===== src/rtl/frr_pkg.sv =====
package frr_pkg;
    localparam int PAGE_W = 36;

    typedef enum logic [1:0] {S_IDLE, S_LOG, S_ACK} frr_state_e;

    typedef struct packed {
        logic              typ;
        logic [7:0]        reason;
        logic [1:0]        cls;
        logic [15:0]       sid;
        logic [PAGE_W-1:0] page;
        logic [15:0]       iidx;
    } frr_rec_t;

    function automatic logic [1:0] frr_class(input logic [7:0] code);
        if (code < 8'h20)       return 2'd0;
        else if (code <= 8'h26) return 2'd1;
        else                    return 2'd2;
    endfunction
endpackage


===== src/rtl/frr_bank.sv =====
module frr_bank
    import frr_pkg::*;
#(
    parameter int NUM_REC = 4,
    localparam int IDX_W = (NUM_REC > 1) ? $clog2(NUM_REC) : 1
) (
    input  logic               clk,
    input  logic               rst_n,
    input  logic               wr_en,
    input  logic [IDX_W-1:0]   wr_idx,
    input  frr_rec_t           wr_rec,
    input  logic               clr_en,
    input  logic [IDX_W-1:0]   clr_idx,
    output logic [NUM_REC-1:0] flags,
    output frr_rec_t           recs [NUM_REC]
);
    for (genvar i = 0; i < NUM_REC; i++) begin : g_rec
        always_ff @(posedge clk or negedge rst_n) begin
            if (!rst_n) begin
                flags[i] <= 1'b0;
                recs[i]  <= '0;
            end else if (wr_en && wr_idx == IDX_W'(i)) begin
                flags[i] <= 1'b1;
                recs[i]  <= wr_rec;
            end else if (clr_en && clr_idx == IDX_W'(i)) begin
                flags[i] <= 1'b0;
            end
        end
    end
endmodule


===== src/rtl/frr_regmux.sv =====
module frr_regmux
    import frr_pkg::*;
#(
    parameter int NUM_REC  = 4,
    parameter int ADDR_W   = 8,
    parameter int REC_BASE = 32,
    localparam int IDX_W   = (NUM_REC > 1) ? $clog2(NUM_REC) : 1,
    localparam int REC_END = REC_BASE + 16 * NUM_REC
) (
    input  logic [ADDR_W-1:0]  addr,
    input  frr_rec_t           recs [NUM_REC],
    input  logic [NUM_REC-1:0] flags,
    input  logic               ovf,
    input  logic [IDX_W-1:0]   first,
    output logic               hit_stat,
    output logic               hit_rec,
    output logic [IDX_W-1:0]   rec_idx,
    output logic [1:0]         dw,
    output logic [31:0]        rdata
);
    logic [ADDR_W-1:0] off;
    frr_rec_t          r;
    logic              f;

    always_comb begin
        off      = addr - ADDR_W'(REC_BASE);
        hit_stat = (addr[ADDR_W-1:2] == '0);
        hit_rec  = (int'(addr) >= REC_BASE) && (int'(addr) < REC_END);
        rec_idx  = hit_rec ? IDX_W'(off >> 4) : '0;
        dw       = off[3:2];
        r        = recs[rec_idx];
        f        = flags[rec_idx];
        rdata    = '0;
        if (hit_stat) begin
            rdata = {16'b0, 8'(first), 6'b0, |flags, ovf};
        end else if (hit_rec) begin
            unique case (dw)
                2'd0: rdata = {r.page[19:0], 12'b0};
                2'd1: rdata = {r.iidx, r.page[35:20]};
                2'd2: rdata = {16'b0, r.sid};
                2'd3: rdata = {f, r.typ, 16'b0, r.cls, 4'b0, r.reason};
            endcase
        end
    end
endmodule


===== src/rtl/frr_ctrl.sv =====
module frr_ctrl
    import frr_pkg::*;
#(
    parameter int NUM_REC = 4,
    localparam int IDX_W = (NUM_REC > 1) ? $clog2(NUM_REC) : 1
) (
    input  logic               clk,
    input  logic               rst_n,
    input  logic               reg_req,
    input  logic               hold_vld,
    input  logic [NUM_REC-1:0] flags,
    input  logic               ovf_clr,
    output frr_state_e         st,
    output logic               accept,
    output logic               commit,
    output logic               drop,
    output logic [IDX_W-1:0]   wp,
    output logic               ovf,
    output logic [IDX_W-1:0]   first
);
    frr_state_e st_nx;

    always_ff @(posedge clk or negedge rst_n) begin
        if (!rst_n) st <= S_IDLE;
        else        st <= st_nx;
    end

    always_comb begin
        st_nx = st;
        unique case (st)
            S_IDLE: if (reg_req)       st_nx = S_ACK;
                    else if (hold_vld) st_nx = S_LOG;
            S_LOG:  st_nx = S_IDLE;
            S_ACK:  st_nx = S_IDLE;
            default: st_nx = S_IDLE;
        endcase
    end

    always_comb begin
        accept = (st == S_IDLE) && reg_req;
        commit = (st == S_LOG);
        drop   = commit && flags[wp];
    end

    always_ff @(posedge clk or negedge rst_n) begin
        if (!rst_n) begin
            wp    <= '0;
            ovf   <= 1'b0;
            first <= '0;
        end else begin
            if (commit && !drop) begin
                wp <= (wp == IDX_W'(NUM_REC - 1)) ? '0 : wp + 1'b1;
                if (flags == '0) first <= wp;
            end
            if (drop)         ovf <= 1'b1;
            else if (ovf_clr) ovf <= 1'b0;
        end
    end
endmodule


===== src/rtl/frr_fault_ring.sv =====
module frr_fault_ring
    import frr_pkg::*;
#(
    parameter int NUM_REC  = 4,
    parameter int ADDR_W   = 8,
    parameter int REC_BASE = 32,
    localparam int IDX_W   = (NUM_REC > 1) ? $clog2(NUM_REC) : 1
) (
    input  logic              clk,
    input  logic              rst_n,
    input  logic              flt_valid,
    output logic              flt_ready,
    input  logic [7:0]        flt_reason,
    input  logic              flt_write,
    input  logic [15:0]       flt_sid,
    input  logic [35:0]       flt_page,
    input  logic [15:0]       flt_iidx,
    input  logic              reg_req,
    input  logic              reg_we,
    input  logic [ADDR_W-1:0] reg_addr,
    input  logic [31:0]       reg_wdata,
    output logic              reg_ack,
    output logic [31:0]       reg_rdata
);
    frr_state_e         st;
    logic               accept, commit, drop, ovf, ovf_clr, clr_en;
    logic               hold_vld, hit_stat, hit_rec;
    frr_rec_t           hold_rec;
    frr_rec_t           recs [NUM_REC];
    logic [NUM_REC-1:0] flags;
    logic [IDX_W-1:0]   wp, first, rec_idx;
    logic [1:0]         dw;
    logic [31:0]        rd_comb, rdata_q;

    always_ff @(posedge clk or negedge rst_n) begin
        if (!rst_n) begin
            hold_vld <= 1'b0;
            hold_rec <= '0;
        end else if (commit) begin
            hold_vld <= 1'b0;
        end else if (flt_valid && !hold_vld) begin
            hold_vld <= 1'b1;
            hold_rec <= '{typ: flt_write, reason: flt_reason,
                          cls: frr_class(flt_reason), sid: flt_sid,
                          page: flt_page, iidx: flt_iidx};
        end
    end

    always_comb begin
        flt_ready = !hold_vld;
        reg_ack   = (st == S_ACK);
        reg_rdata = rdata_q;
        ovf_clr   = accept && reg_we && hit_stat && reg_wdata[0];
        clr_en    = accept && reg_we && hit_rec && (dw == 2'd3) && reg_wdata[31];
    end

    always_ff @(posedge clk or negedge rst_n) begin
        if (!rst_n)                rdata_q <= '0;
        else if (accept && !reg_we) rdata_q <= rd_comb;
        else if (accept)            rdata_q <= '0;
    end

    frr_ctrl #(.NUM_REC(NUM_REC)) u_ctrl (
        .clk(clk), .rst_n(rst_n), .reg_req(reg_req), .hold_vld(hold_vld),
        .flags(flags), .ovf_clr(ovf_clr), .st(st), .accept(accept),
        .commit(commit), .drop(drop), .wp(wp), .ovf(ovf), .first(first)
    );

    frr_bank #(.NUM_REC(NUM_REC)) u_bank (
        .clk(clk), .rst_n(rst_n), .wr_en(commit && !drop), .wr_idx(wp),
        .wr_rec(hold_rec), .clr_en(clr_en), .clr_idx(rec_idx),
        .flags(flags), .recs(recs)
    );

    frr_regmux #(.NUM_REC(NUM_REC), .ADDR_W(ADDR_W), .REC_BASE(REC_BASE)) u_mux (
        .addr(reg_addr), .recs(recs), .flags(flags), .ovf(ovf), .first(first),
        .hit_stat(hit_stat), .hit_rec(hit_rec), .rec_idx(rec_idx), .dw(dw),
        .rdata(rd_comb)
    );
endmodule


===== config.mk =====
export PLATFORM = sky130hd
export DESIGN_NAME = frr_fault_ring
export DESIGN_NICKNAME = d
export VERILOG_FILES = /design/src/rtl/frr_pkg.sv /design/src/rtl/frr_bank.sv /design/src/rtl/frr_regmux.sv /design/src/rtl/frr_ctrl.sv /design/src/rtl/frr_fault_ring.sv
export SDC_FILE = /design/constraint.sdc
export NUM_CORES = 1
export LEC_CHECK = 0
export ABC_AREA = 1
export BUFFER_PORTS_ARGS = -buffer_cell sky130_fd_sc_hd__buf_2
export CORE_AREA = 2 2 210 212
export DETAILED_ROUTE_END_ITERATION = 6
export DIE_AREA = 0 0 212 214
export PLACE_DENSITY = 0.62
export SYNTH_ARGS = -nofsm -noshare
export SYNTH_HDL_FRONTEND = slang
export SYNTH_SLANG_ARGS = --single-unit

===== constraint.sdc =====
create_clock -name clk -period 4.2 [get_ports clk]
set_clock_uncertainty 0.2 [all_clocks]
set_input_delay 0.84 -clock clk [delete_from_list [all_inputs] [get_ports clk]]
set_output_delay 0.84 -clock clk [all_outputs]
set_load 0.01 [all_outputs]

==> results.md <==
- Initial antenna violation count: 1
- Antenna-violating nets left: 0
- Synth-to-Final Area Change: 14.1%
- RSZ-0062 raised after global routing: false
- Final net count: 2614
- Total Routing Usage GR: 24.8%
- Core ar.: 42900 um2
- Initial Util: 44.9%
- Post-Synthesis Cell Area: roughly 19000 um2
- Post-route clock period utilization: 65.6%
- Largest net degree at the start of global routing: 138
- Chip Width: ~210 um
- Switching power: 4.21 mW
- Flop pwr share: 49.8%
- 1st-pass router iterations: 5
- Reg2reg start: u_ctrl.wp[0]
- Worst-path fanout max: 69
- Final worst slack: about 1.4 ns
- Worst-path cell chain: inv_2, o211ai_1, nand2_1, nand2_2, inv_4, nand2_2, clkinv_2, buf_12, nand2_1, o21ai_0
- Fin. Hold Viols: 0
- Worst Path Required: approximately 4.5 ns
- First-pass GRT wire length: around 88000 um
- Final setup fails: 0
- Row count: 76
- Initial DRC Count: 1460
- Util after Layout: 51.2%
- Max stage delay cell, worst path: clkinv_2
- CTS root buf: clkbuf_16
- Post-cts sizing count: 0
- Peak VDD IR: 0.000360 V
- Max Clock Freq: about 0.36 GHz
- Clock-pin slew on the worst setup and hold paths: 0.06 ns
- Yosys warns: 0
- Max_cap viols: 0
- Actual slew at the worst max-slew pin: 1.06 ns
- Clk network pwr share: 32.6%
- Die Y: ~210 um
- FF-to-FF path depth: 10
- Fraction of layout cells with a size suffix above 1: 10.4%
- DP Cell Count: 3023
- Synth Register Bits: around 440
- Layout Cells excl Fill: 3111
- Gpl congestion: 0.806
- Endpoint class of the critical path: register
- Comb pwr share: about 18%
- Clk buf depth: 3
- Headroom to the max-slew limit: just under 30%
- Fin. max-slew vios: 0
- Worst-Skew Late Latency: 0.60 ns
- Final HPWL DP: 32100 um
- Post-Syn Instances: 2408
- Sequential area share after synthesis: 57.1%
- Final Power: about 13 mW
- CP Data Arrival Time: 3.00 ns
- WL final: 54700 um
- CTS tree: done
- DP Area: 20400 um2
- Vias in the first global route: 15758
- WHS: 0.0127 ns
- Int Power: 8.82 mW
- Clock sink count: 439
- Setup TNS: 0 ns
- CTS hold repair buffers: 0
- Setup CP Type: reg -> reg
- Critical R2R Capture: u_bank.recs[126]
- Period minus WS final: approximately 2.8 ns
- R2R Setup Slk: 1.44 ns
- Post-route cell area: around 22000 um2
- Synth unique cells: 35
- Total CTS buffers: 48
- Residual DRC: 0
- Routed vias: 15981
- Outcome: finished, final reports clean
- Setup Fix Bufs, Post-CTS: 0
- Total leakage power: 11.5 nW
- DIE AREA: 45400 um2
- Slowest Stage Delay on Critical Path: 0.57 ns
- CTS H-tree depth: 2
- CP startpoint kind: register
- Most frequent cells in the layout: nand2_1 (1233), dfrtp_1 (439), inv_1 (168), o21ai_0 (168), buf_2 (122)
- Congestion Overflow GR: 0
- # IOs: 156
- IO Port Bufs: 123
- Fillers: 4115
- Vias/cell: 5.14
- Sw Ratio: 32.3%
- Commonest non-fill, non-tap cell in the layout: nand2_1
- Hold Path Class: in -> async
- Cell Pwr Density: 593 nW/um2
- Avg Inst Size Synth: roughly 8 um2
- Pre-CTS worst setup slack: 1.08 ns
- DR WL/cell: around 18 um
- Syn Nets: 2534
## worst max-delay path, delay by kind of cell, from the launching register on
family / cells / cell delay, ns
AOI/OAI and AO/OA: 2 / 0.32
and+or+nand+nor: 4 / 0.41
DFF: 1 / 0.43
buffers and inverters: 4 / 1.23
## cell families (layout without fill, tap and decap cells)
kind of cell | Yosys count | after routing | synth area share [%]
flip-flops | 439 | 439 | 57.1
adder cells (fa/ha/maj) | 4 | 4 | 0.260
AO/OA/AOI/OAI | 295 | 295 | 8.45
AND/OR/NAND/NOR | 1366 | 1366 | 27.4
other | 0 | 1 | 0
buffers and inverters | 304 | 421 | 6.78
## Yosys cell counts
cell      count  area, um2
nand2_1    1233       4630
dfrtp_1     439      11000
inv_1       168        631
o21ai_0     168        841
nor2_1       68        255
buf_2        62        310
a21oi_1      47        235
o22ai_1      47        294
clkbuf_1     43        161
nand3_1      33        165
buf_4        18        135
nand4_1      15       93.8
o221ai_1     14        123
inv_2        10       37.5
o21ai_1      10       50.1
nand2_2       5       31.3
ha_1          4       50.1
nor2_2        3       18.8
buf_6         2       22.5
nor3_2        2       20.0
nor4_1        2       12.5
o211ai_1      2       15.0
a21boi_0      1       7.51
a21oi_2       1       8.76
a22o_1        1       8.76
a32o_1        1       10.0
a32oi_1       1       8.76
inv_4         1       6.26
nand3_2       1       10.0
nand3b_1      1       7.51
nand4_2       1       12.5
nor2_4        1       11.3
nor3_1        1       5.00
o21ai_4       1       16.3
o21bai_1      1       7.51
## power by group through the flow
stage          Clock (mW)  Sequential [mW]  Combinational [mW]
3_3_place_gp            0             6.49                2.22
3_5_place_dp            0             6.53                2.30
5_1_grt              4.49             6.66                2.68
2_1_floorplan           0             6.23                1.64
6_report             4.25             6.49                2.29
4_1_cts              4.32             6.48                2.32
## cell type report
class                           instances  area [um2]  share of cell area, %
Tap cell                              585         732                   3.33
Clock inverter                         18         158                  0.718
Timing Repair Buffer                  155        1000                   4.57
Antenna cell                            1        2.50                 0.0114
Sequential cell                       439       11000                   50.0
Clock buffer                           69        1430                   6.53
Inverter                              179         676                   3.08
Multi-Input combinational cell       1665        6970                   31.7
## worst max path at each step
stage / start / endpoint / depth (start not counted)
final: u_ctrl.wp[0] / u_bank.recs[126] / 10
after global routing: u_ctrl.wp[0] / u_bank.recs[126] / 10
after CTS: u_ctrl.wp[0] / u_bank.recs[126] / 10
after detailed placement: reg_addr[6] / reg_rdata[15] / 12
after global placement: reg_addr[6] / reg_rdata[15] / 12
after floorplan: reg_addr[4] / reg_rdata[15] / 11
## per-layer routing
metal  part of all wire [%]  GRT usage [%]  vias up  wire, um
li1                       -              -     7609         -
met1                     46           35.7     7838     24900
met2                     46           38.8      462     25200
met3                    6.4           4.44       70      3510
met4                    2.0           6.46        2      1090
met5                  0.020              0        -        11
## state kept, by name, summed over array words and instances, names as in the netlist
signal        cells
u_bank.recs     316
hold_rec         79
reg_rdata        32
u_bank.flags      4
u_ctrl.first      2
u_ctrl.st         2
u_ctrl.wp         2
hold_vld          1
u_ctrl.ovf        1
(Power assumes the default switching activity.)
